## src/rtl/kbcs_pkg.sv

```systemverilog
`timescale 1ns/1ps
// Package: shared constants and types for the keyboard controller command
// sequencer. Assumes the command word layout {n_wr, n_rd, opcode}.
package kbcs_pkg;
    localparam int CNT_W  = 4;
    localparam int BYTE_W = 8;
    localparam int BUF_N  = (1 << CNT_W) - 1;
    localparam int BUF_BITS = BUF_N * BYTE_W;
    localparam int IDX_W  = CNT_W;

    // Status bit positions decoded by the sequencer.
    localparam int ST_OBF = 0;
    localparam int ST_IBF = 1;
    localparam int ST_AUX = 5;

    typedef enum logic [1:0] {
        ERR_NONE    = 2'd0,
        ERR_TIMEOUT = 2'd1,
        ERR_SOURCE  = 2'd2,
        ERR_REJECT  = 2'd3
    } err_code_t;

    typedef enum logic [2:0] {
        PH_IDLE,
        PH_CMD,
        PH_PARAM,
        PH_RESP,
        PH_FIN
    } phase_t;

    typedef struct packed {
        logic [CNT_W-1:0]  n_wr;
        logic [CNT_W-1:0]  n_rd;
        logic [BYTE_W-1:0] op;
    } cmd_word_t;
endpackage

```

## src/rtl/kbcs_poll_timer.sv

```systemverilog
`timescale 1ns/1ps
// Module: poll spacing and poll budget for one status wait.
// A check is due whenever the gap counter is zero. Each failed check
// restarts the gap and uses up one poll. expired flags the failed check
// that exhausts the budget. Assumes POLL_GAP >= 1 and MAX_POLLS >= 1.
module kbcs_poll_timer #(
    parameter int POLL_GAP  = 50,
    parameter int MAX_POLLS = 10000
) (
    input  logic clk,
    input  logic rst_n,
    input  logic restart,
    input  logic miss,
    output logic check_now,
    output logic expired
);
    localparam int GAP_W  = (POLL_GAP  > 1) ? $clog2(POLL_GAP)  : 1;
    localparam int POLL_W = (MAX_POLLS > 1) ? $clog2(MAX_POLLS) : 1;

    logic [GAP_W-1:0]  gap_q;
    logic [POLL_W-1:0] polls_q;

    assign check_now = (gap_q == '0);
    assign expired   = check_now && miss && (polls_q == POLL_W'(MAX_POLLS - 1));

    // Count the gap between checks and the number of failed checks.
    always_ff @(posedge clk) begin
        if (!rst_n) begin
            gap_q   <= '0;
            polls_q <= '0;
        end else if (restart) begin
            gap_q   <= '0;
            polls_q <= '0;
        end else if (check_now && miss) begin
            polls_q <= polls_q + 1'b1;
            gap_q   <= GAP_W'(POLL_GAP - 1);
        end else if (gap_q != '0) begin
            gap_q   <= gap_q - 1'b1;
        end
    end
endmodule

```

## src/rtl/kbcs_byte_buf.sv

```systemverilog
`timescale 1ns/1ps
// Module: parameter/response byte buffer. It is loaded in full on load,
// and one slot is overwritten per wr_en. It gives combinational access to
// one slot and exposes the whole buffer flat. Load has priority over write.
module kbcs_byte_buf #(
    parameter int N     = 15,
    parameter int W     = 8,
    parameter int IDX_W = 4
) (
    input  logic             clk,
    input  logic             rst_n,
    input  logic             load,
    input  logic [N*W-1:0]   load_data,
    input  logic             wr_en,
    input  logic [IDX_W-1:0] idx,
    input  logic [W-1:0]     wr_byte,
    output logic [W-1:0]     rd_byte,
    output logic [N*W-1:0]   flat
);
    logic [W-1:0] slot_q [N];

    for (genvar g = 0; g < N; g++) begin : g_slot
        // Hold one byte: bulk load, or targeted overwrite.
        always_ff @(posedge clk) begin
            if (!rst_n)
                slot_q[g] <= '0;
            else if (load)
                slot_q[g] <= load_data[g*W +: W];
            else if (wr_en && idx == IDX_W'(g))
                slot_q[g] <= wr_byte;
        end
        assign flat[g*W +: W] = slot_q[g];
    end

    // Select the slot addressed by idx; out-of-range reads return zero.
    always_comb begin
        rd_byte = '0;
        for (int i = 0; i < N; i++)
            if (idx == IDX_W'(i))
                rd_byte = slot_q[i];
    end
endmodule

```

## src/rtl/kbcs_ctrl.sv

```systemverilog
`timescale 1ns/1ps
// Module: transaction state machine. It walks the opcode, the parameter
// writes and the response reads. Strobes are decided in the same cycle
// from the live status byte, on cycles when the poll timer says a check
// is due. Assumes the controller updates status only on clock edges.
module kbcs_ctrl
    import kbcs_pkg::*;
#(
    parameter logic [BYTE_W-1:0] LOOP_OP = 8'hD3
) (
    input  logic              clk,
    input  logic              rst_n,
    input  logic              start,
    input  logic [15:0]       cmd_word,
    input  logic              loop_disable,
    input  logic [7:0]        status,
    input  logic [BYTE_W-1:0] rdata,
    input  logic              check_now,
    input  logic              expired,
    input  logic [BYTE_W-1:0] buf_byte,
    output logic              timer_restart,
    output logic              timer_miss,
    output logic              buf_load,
    output logic              buf_wr,
    output logic [IDX_W-1:0]  buf_idx,
    output logic [BYTE_W-1:0] buf_wbyte,
    output logic              cmd_wr,
    output logic              data_wr,
    output logic [BYTE_W-1:0] wdata,
    output logic              data_rd,
    output logic              busy,
    output logic              done,
    output logic              err,
    output logic [1:0]        err_code
);
    phase_t            phase_q;
    err_code_t         code_q;
    logic [BYTE_W-1:0] op_q;
    logic [CNT_W-1:0]  nwr_q, nrd_q;
    logic [IDX_W-1:0]  idx_q;
    logic              loop_q;

    cmd_word_t cw;
    logic waiting, ready, src_bad, fire, abort_src, accept, is_loop;
    logic unused_status;

    assign cw            = cmd_word_t'(cmd_word);
    assign is_loop       = (cw.op == LOOP_OP);
    assign unused_status = ^{status[7:6], status[4:2]};

    // Decide readiness, strobes and timer control for the current cycle.
    always_comb begin
        waiting   = (phase_q == PH_CMD) || (phase_q == PH_PARAM) || (phase_q == PH_RESP);
        ready     = (phase_q == PH_RESP) ? status[ST_OBF] : !status[ST_IBF];
        src_bad   = (phase_q == PH_RESP) && loop_q && !status[ST_AUX];
        fire      = waiting && check_now && ready && !src_bad;
        abort_src = waiting && check_now && ready && src_bad;
        accept    = (phase_q == PH_IDLE) && start;
        cmd_wr    = fire && (phase_q == PH_CMD);
        data_wr   = fire && (phase_q == PH_PARAM);
        data_rd   = fire && (phase_q == PH_RESP);
        wdata     = (phase_q == PH_CMD) ? op_q : buf_byte;
        timer_miss    = waiting && !ready;
        timer_restart = accept || fire;
        buf_load  = accept;
        buf_wr    = data_rd;
        buf_idx   = idx_q;
        buf_wbyte = rdata;
        busy      = (phase_q != PH_IDLE);
        done      = (phase_q == PH_FIN) && (code_q == ERR_NONE);
        err       = (phase_q == PH_FIN) && (code_q != ERR_NONE);
        err_code  = err ? code_q : ERR_NONE;
    end

    // Advance through the transaction phases and keep the command fields.
    always_ff @(posedge clk) begin
        if (!rst_n) begin
            phase_q <= PH_IDLE;
            code_q  <= ERR_NONE;
            op_q    <= '0;
            nwr_q   <= '0;
            nrd_q   <= '0;
            idx_q   <= '0;
            loop_q  <= 1'b0;
        end else begin
            unique case (phase_q)
                PH_IDLE: begin
                    if (start) begin
                        op_q   <= cw.op;
                        nwr_q  <= cw.n_wr;
                        nrd_q  <= cw.n_rd;
                        idx_q  <= '0;
                        loop_q <= is_loop;
                        if (loop_disable && is_loop) begin
                            code_q  <= ERR_REJECT;
                            phase_q <= PH_FIN;
                        end else begin
                            code_q  <= ERR_NONE;
                            phase_q <= PH_CMD;
                        end
                    end
                end
                PH_CMD, PH_PARAM, PH_RESP: begin
                    if (expired) begin
                        code_q  <= ERR_TIMEOUT;
                        phase_q <= PH_FIN;
                    end else if (abort_src) begin
                        code_q  <= ERR_SOURCE;
                        phase_q <= PH_FIN;
                    end else if (fire) begin
                        if (phase_q == PH_CMD) begin
                            idx_q <= '0;
                            if (nwr_q != '0)      phase_q <= PH_PARAM;
                            else if (nrd_q != '0) phase_q <= PH_RESP;
                            else                  phase_q <= PH_FIN;
                        end else if (phase_q == PH_PARAM) begin
                            if (idx_q == nwr_q - 1'b1) begin
                                idx_q   <= '0;
                                phase_q <= (nrd_q != '0) ? PH_RESP : PH_FIN;
                            end else begin
                                idx_q <= idx_q + 1'b1;
                            end
                        end else begin
                            if (idx_q == nrd_q - 1'b1) phase_q <= PH_FIN;
                            else                       idx_q   <= idx_q + 1'b1;
                        end
                    end
                end
                PH_FIN:  phase_q <= PH_IDLE;
                default: phase_q <= PH_IDLE;
            endcase
        end
    end
endmodule

```

## src/rtl/kbc_cmd_seq.sv

```systemverilog
`timescale 1ns/1ps
// Module: top of the keyboard controller command sequencer. Wires the
// phase machine, the poll timer and the byte buffer together. Assumes a
// single host, and a controller whose status changes on clock edges.
module kbc_cmd_seq
    import kbcs_pkg::*;
#(
    parameter int          POLL_GAP  = 50,
    parameter int          MAX_POLLS = 10000,
    parameter logic [7:0]  LOOP_OP   = 8'hD3
) (
    input  logic                clk,
    input  logic                rst_n,
    input  logic                start,
    input  logic [15:0]         cmd_word,
    input  logic [BUF_BITS-1:0] param_in,
    input  logic                loop_disable,
    input  logic [7:0]          kbc_status,
    input  logic [7:0]          kbc_rdata,
    output logic                kbc_cmd_wr,
    output logic                kbc_data_wr,
    output logic [7:0]          kbc_wdata,
    output logic                kbc_data_rd,
    output logic                busy,
    output logic                done,
    output logic                err,
    output logic [1:0]          err_code,
    output logic [BUF_BITS-1:0] buf_out
);
    logic             t_restart, t_miss, t_check, t_expired;
    logic             b_load, b_wr;
    logic [IDX_W-1:0] b_idx;
    logic [7:0]       b_rbyte, b_wbyte;

    kbcs_ctrl #(.LOOP_OP(LOOP_OP)) u_ctrl (
        .clk(clk), .rst_n(rst_n), .start(start), .cmd_word(cmd_word),
        .loop_disable(loop_disable), .status(kbc_status), .rdata(kbc_rdata),
        .check_now(t_check), .expired(t_expired), .buf_byte(b_rbyte),
        .timer_restart(t_restart), .timer_miss(t_miss),
        .buf_load(b_load), .buf_wr(b_wr), .buf_idx(b_idx), .buf_wbyte(b_wbyte),
        .cmd_wr(kbc_cmd_wr), .data_wr(kbc_data_wr), .wdata(kbc_wdata),
        .data_rd(kbc_data_rd), .busy(busy), .done(done), .err(err),
        .err_code(err_code)
    );

    kbcs_poll_timer #(.POLL_GAP(POLL_GAP), .MAX_POLLS(MAX_POLLS)) u_timer (
        .clk(clk), .rst_n(rst_n), .restart(t_restart), .miss(t_miss),
        .check_now(t_check), .expired(t_expired)
    );

    kbcs_byte_buf #(.N(BUF_N), .W(BYTE_W), .IDX_W(IDX_W)) u_buf (
        .clk(clk), .rst_n(rst_n), .load(b_load), .load_data(param_in),
        .wr_en(b_wr), .idx(b_idx), .wr_byte(b_wbyte), .rd_byte(b_rbyte),
        .flat(buf_out)
    );
endmodule

```

## config.mk

```make
export PLATFORM = sky130hd
export DESIGN_NAME = kbc_cmd_seq
export DESIGN_NICKNAME = d
export VERILOG_FILES = /design/src/rtl/kbcs_pkg.sv /design/src/rtl/kbcs_poll_timer.sv /design/src/rtl/kbcs_byte_buf.sv /design/src/rtl/kbcs_ctrl.sv /design/src/rtl/kbc_cmd_seq.sv
export SDC_FILE = /design/constraint.sdc
export NUM_CORES = 1
export LEC_CHECK = 0
export BUFFER_PORTS_ARGS = -buffer_cell sky130_fd_sc_hd__buf_2
export CAP_MARGIN = 15
export CORE_AREA = 2 2 143 145
export CTS_BUF_LIST = sky130_fd_sc_hd__clkbuf_16
export DETAILED_ROUTE_END_ITERATION = 10
export DIE_AREA = 0 0 145 147
export PLACE_DENSITY = 0.72
export SYNTH_ARGS = -nofsm -noshare
export SYNTH_HDL_FRONTEND = slang
export SYNTH_SLANG_ARGS = --single-unit
export TNS_END_PERCENT = 1
```

## constraint.sdc

```tcl
create_clock -name clk -period 4 [get_ports clk]
set_clock_uncertainty 0.15 [all_clocks]
set_input_delay 0.2 -clock clk [delete_from_list [all_inputs] [get_ports clk]]
set_output_delay 0.2 -clock clk [all_outputs]
set_load 0.1 [all_outputs]
```

==> flow_summary_export.csv <==
group,metric,value,unit
drt,post_drt_wl_per_cell,21.1,µm
setup_path,critPathSlowestCell,"ha_2",
setup_path,crit_fanout,53,
placed_design,pre_cts_slack,0.601,ns
drt,vias,8795,
logic_synthesis,synth_edf_count,120,
setup_path,crit_family,"compound AO/OA/AOI/OAI gates",
clocking,cts-root-buf,"clkbuf_16",
placed_design,place_area,10500,µm²
power_and_ir_drop,ir_drop,570,µV
sta,max_freq,262,MHz
placed_design,gp_congestion,0.917,
drt,drtPass1Iterations,6,
sta,maxSlewHeadroom,37.0,%
placed_design,dp_hpwl,21.9,mm
logic_synthesis,synth_top_area_share,41.0,%
setup_path,crit_arrival,3.47,ns
status,status,"finished clean",
setup_path,worst_ep_required_time,3.65,ns
logic_synthesis,yosysUniqueCellTypes,55,
grt,grt_overflow,0,
setup_path,critPathBufInv,1,
logic_synthesis,synth-warning-count,0,
die,row_count,52,
sta,rsz0062_at_grt,"false",
sta,final.setup.tns,0,ns
power_and_ir_drop,total_leakage_power,0.00528,µW
layout,finalNetCount,1401,
clocking,clkLatencyLatePin,0.42,ns
flow_run,cap_violations,0,
drt,drt_iter0_markers,781,
drt,avgViaCountPerCell,5.79,
die,die_h,147,µm
setup_path,endpoint_kind,"output pin",
layout,syn2layout_area_growth,41.6,%
clocking,cts_buffers,17,
logic_synthesis,ys_ff_latch,166,
power_and_ir_drop,p_int,4160,µW
worst_hold_path,holdPathStages,4,
die,die_w,145,µm
logic_synthesis,syn_nets,1009,
power_and_ir_drop,p_sw_share,52.3,%
grt,first_global_vias,8602,
setup_path,max_stage_delay,0.88,ns
placed_design,io_buffer_count,286,
layout,design_area,12400,µm²
sta,finalCritPeriodShare,95.5,%
power_and_ir_drop,seq_power_share,30.1,%
sta,setup_viol,0,
logic_synthesis,yosysSeqAreaShare,51.5,%
clocking,cts_tree,"done",
setup_path,r2r_cells,9,
setup_path,worst-path-stages,7,
grt,grt_first_pass_wirelength,47.9,mm
die,die_area,21300,µm²
worst_hold_path,hp-class,"input port to register",
layout,drive_gt1_share,28.6,%
clocking,post_cts_resized,0,
logic_synthesis,avgSynthCellArea,10.4,µm²
power_and_ir_drop,switchingPower,4560,µW
logic_synthesis,syn_inst,844,
sta,tightest_slew,0.945,ns
logic_synthesis,synth_area,8790,µm²
drt,wl,32.1,mm
power_and_ir_drop,powerDensity,701,nW/µm²
sta,final_max_slew_viol_count,0,
layout,antenna_cells,0,
power_and_ir_drop,share_comb_of_total_power,50.5,%
die,ioPinCount,292,
grt,antenna_found_initial,0,
logic_synthesis,yosysTopAreaCell,"edfxtp_1",
grt,grt_max_degree,74,
setup_path,critPathMostFrequentCell,"o21ai_0",
drt,drtAntennaViolNets,0,
power_and_ir_drop,p_total,8720,µW
clocking,htreeDepth,4,
die,core_area,19800,µm²
sta,whs,0.147,ns
grt,grt_usage,29.0,%
drt,drcViolationCount,0,
sta,fin_ws,0.181,ns
power_and_ir_drop,p_clk_share,19.4,%
setup_path,path_cells,"ha_2 > nand2b_1 > o21ai_0 > a211oi_1 > o31a_1 > o21ai_0 > buf_2",
die,start_util,44.3,%
clocking,clk_pin_slew_worst_paths,0.07,ns
logic_synthesis,synthArstFlopShare,0,%
clocking,clock-sinks,166,
logic_synthesis,synthTopCellsByArea,"edfxtp_1, a22o_1, dfxtp_1, a21oi_1, clkbuf_1",
clocking,clockBufferDepth,2,
sta,fin_crit,3.82,ns
logic_synthesis,ys.flop_type,"edfxtp_1",
sta,hold_viol_final,0,
setup_path,worstSetupPathType,"register to output pin",
setup_path,critPathLaunchType,"register",
metal layers:
layer / global-route usage (%) / vias up / share of wire, %
li1: - / 4007 / -
met1: 35.4 / 4158 / 38
met2: 50.4 / 551 / 50
met3: 6.52 / 79 / 9.1
met4: 11.1 / 0 / 3.1
met5: 0 / - / 0
flip-flops by register name, indices dropped and copies added, names as in the netlist:
register         cells
u_ctrl.op_q          8
u_ctrl.phase_q       3
u_buf.slot_q       120
u_ctrl.loop_q        1
u_timer.polls_q     14
u_ctrl.buf_idx       4
u_ctrl.nrd_q         4
u_ctrl.nwr_q         4
u_timer.gap_q        6
u_ctrl.code_q        2
final timing paths:
check / startpoint / endpoint / slack [ns]
min: start / u_ctrl.phase_q[1] / 0.15
min reg2reg: u_timer.polls_q[1] / u_timer.polls_q[1] / 0.33
max reg2reg: u_timer.gap_q[0] / u_buf.slot_q[7][5] / 0.50
max: u_ctrl.buf_idx[1] / kbc_wdata[6] / 0.18
tightest hold or removal path, delay by kind of cell:
family          cells  cell delay, ns
simple gates        1            0.11
compound gates      1            0.10
buf+inv             1            0.13
mux                 1            0.13
timing repair:
action | in CTS | in global routing
buffers inserted | 0 | 0
hold endpoints to repair | 139 | 0
hold buffers | 137 | 0
placed cells by master (no fill, tap or decap), types with 7 or more instances in the layout:
master,synthesis,routed
buf_2,11,285
dlygate4sd3_1,0,137
a22o_1,132,132
edfxtp_1,120,120
nand2_1,56,56
nor2_1,53,52
a21oi_1,49,48
dfxtp_1,46,46
o21ai_0,38,37
buf_4,0,25
inv_1,23,23
nor3_1,20,20
nor2b_1,18,18
and3_1,18,18
o22ai_1,17,17
a211oi_1,17,17
clkbuf_16,0,17
xnor2_1,14,14
nor3b_1,12,12
a21o_1,11,11
xor2_1,11,11
a22oi_1,9,9
nand2b_1,8,8
or3_1,8,8
nand3b_1,8,8
o31a_1,8,8
o221ai_1,8,8
and3b_1,7,7
ha_1,9,7
power groups by stage:
stage | Sequential [µW] | Clock [µW] | Combinational [µW]
6_report | 2630 | 1690 | 4410
5_1_grt | 2650 | 1770 | 4560
4_1_cts | 2610 | 1700 | 4390
3_5_place_dp | 2650 | 0 | 4270
3_3_place_gp | 2650 | 0 | 4240
2_1_floorplan | 4680 | 0 | 1370
through the flow:
stage,util (%),std cells
after floorplan,-,844
after global placement,52.8,1350
after detailed placement,52.8,1350
after CTS,62.7,1519
after global routing,62.7,1519
final,62.7,1519
cells in the mapped netlist (6+ instances only):
| library cell | instances |
|---|---|
| nand2_1 | 56 |
| nand2b_1 | 8 |
| o221ai_1 | 8 |
| a21o_1 | 11 |
| edfxtp_1 | 120 |
| and3b_1 | 7 |
| nor2b_1 | 18 |
| nor2_1 | 53 |
| a22o_1 | 132 |
| a211oi_1 | 17 |
| nor3b_1 | 12 |
| nand3b_1 | 8 |
| a21oi_1 | 49 |
| o31a_1 | 8 |
| buf_1 | 7 |
| clkbuf_1 | 57 |
| o21ai_0 | 38 |
| nor3_1 | 20 |
| buf_2 | 11 |
| and3_1 | 18 |
| o22ai_1 | 17 |
| a22oi_1 | 9 |
| or2_2 | 6 |
| inv_1 | 23 |
| dfxtp_1 | 46 |
| xnor2_1 | 14 |
| xor2_1 | 11 |
| ha_1 | 9 |
| or3_1 | 8 |
area by class of cell:
cell class	instances	area (µm²)
inverter	25	93.8
multi-input combinational	578	3890
timing repair buffer	448	3010
clock buffer	17	425
clock inverter	15	166
fill	1590	7400
tap	270	338
sequential	166	4520
cells by family after synthesis:
logic type                 share of synthesized area, %
DFF                                                51.5
muxes                                             0.456
buffers and inverters                              4.43
xor gates and xnor gates                           2.49
adders and majority gates                          1.28
and+or+nand+nor                                    14.3
AOI/OAI and AO/OA                                  25.5
No activity file was read; power rests on OpenSTA's default activity.
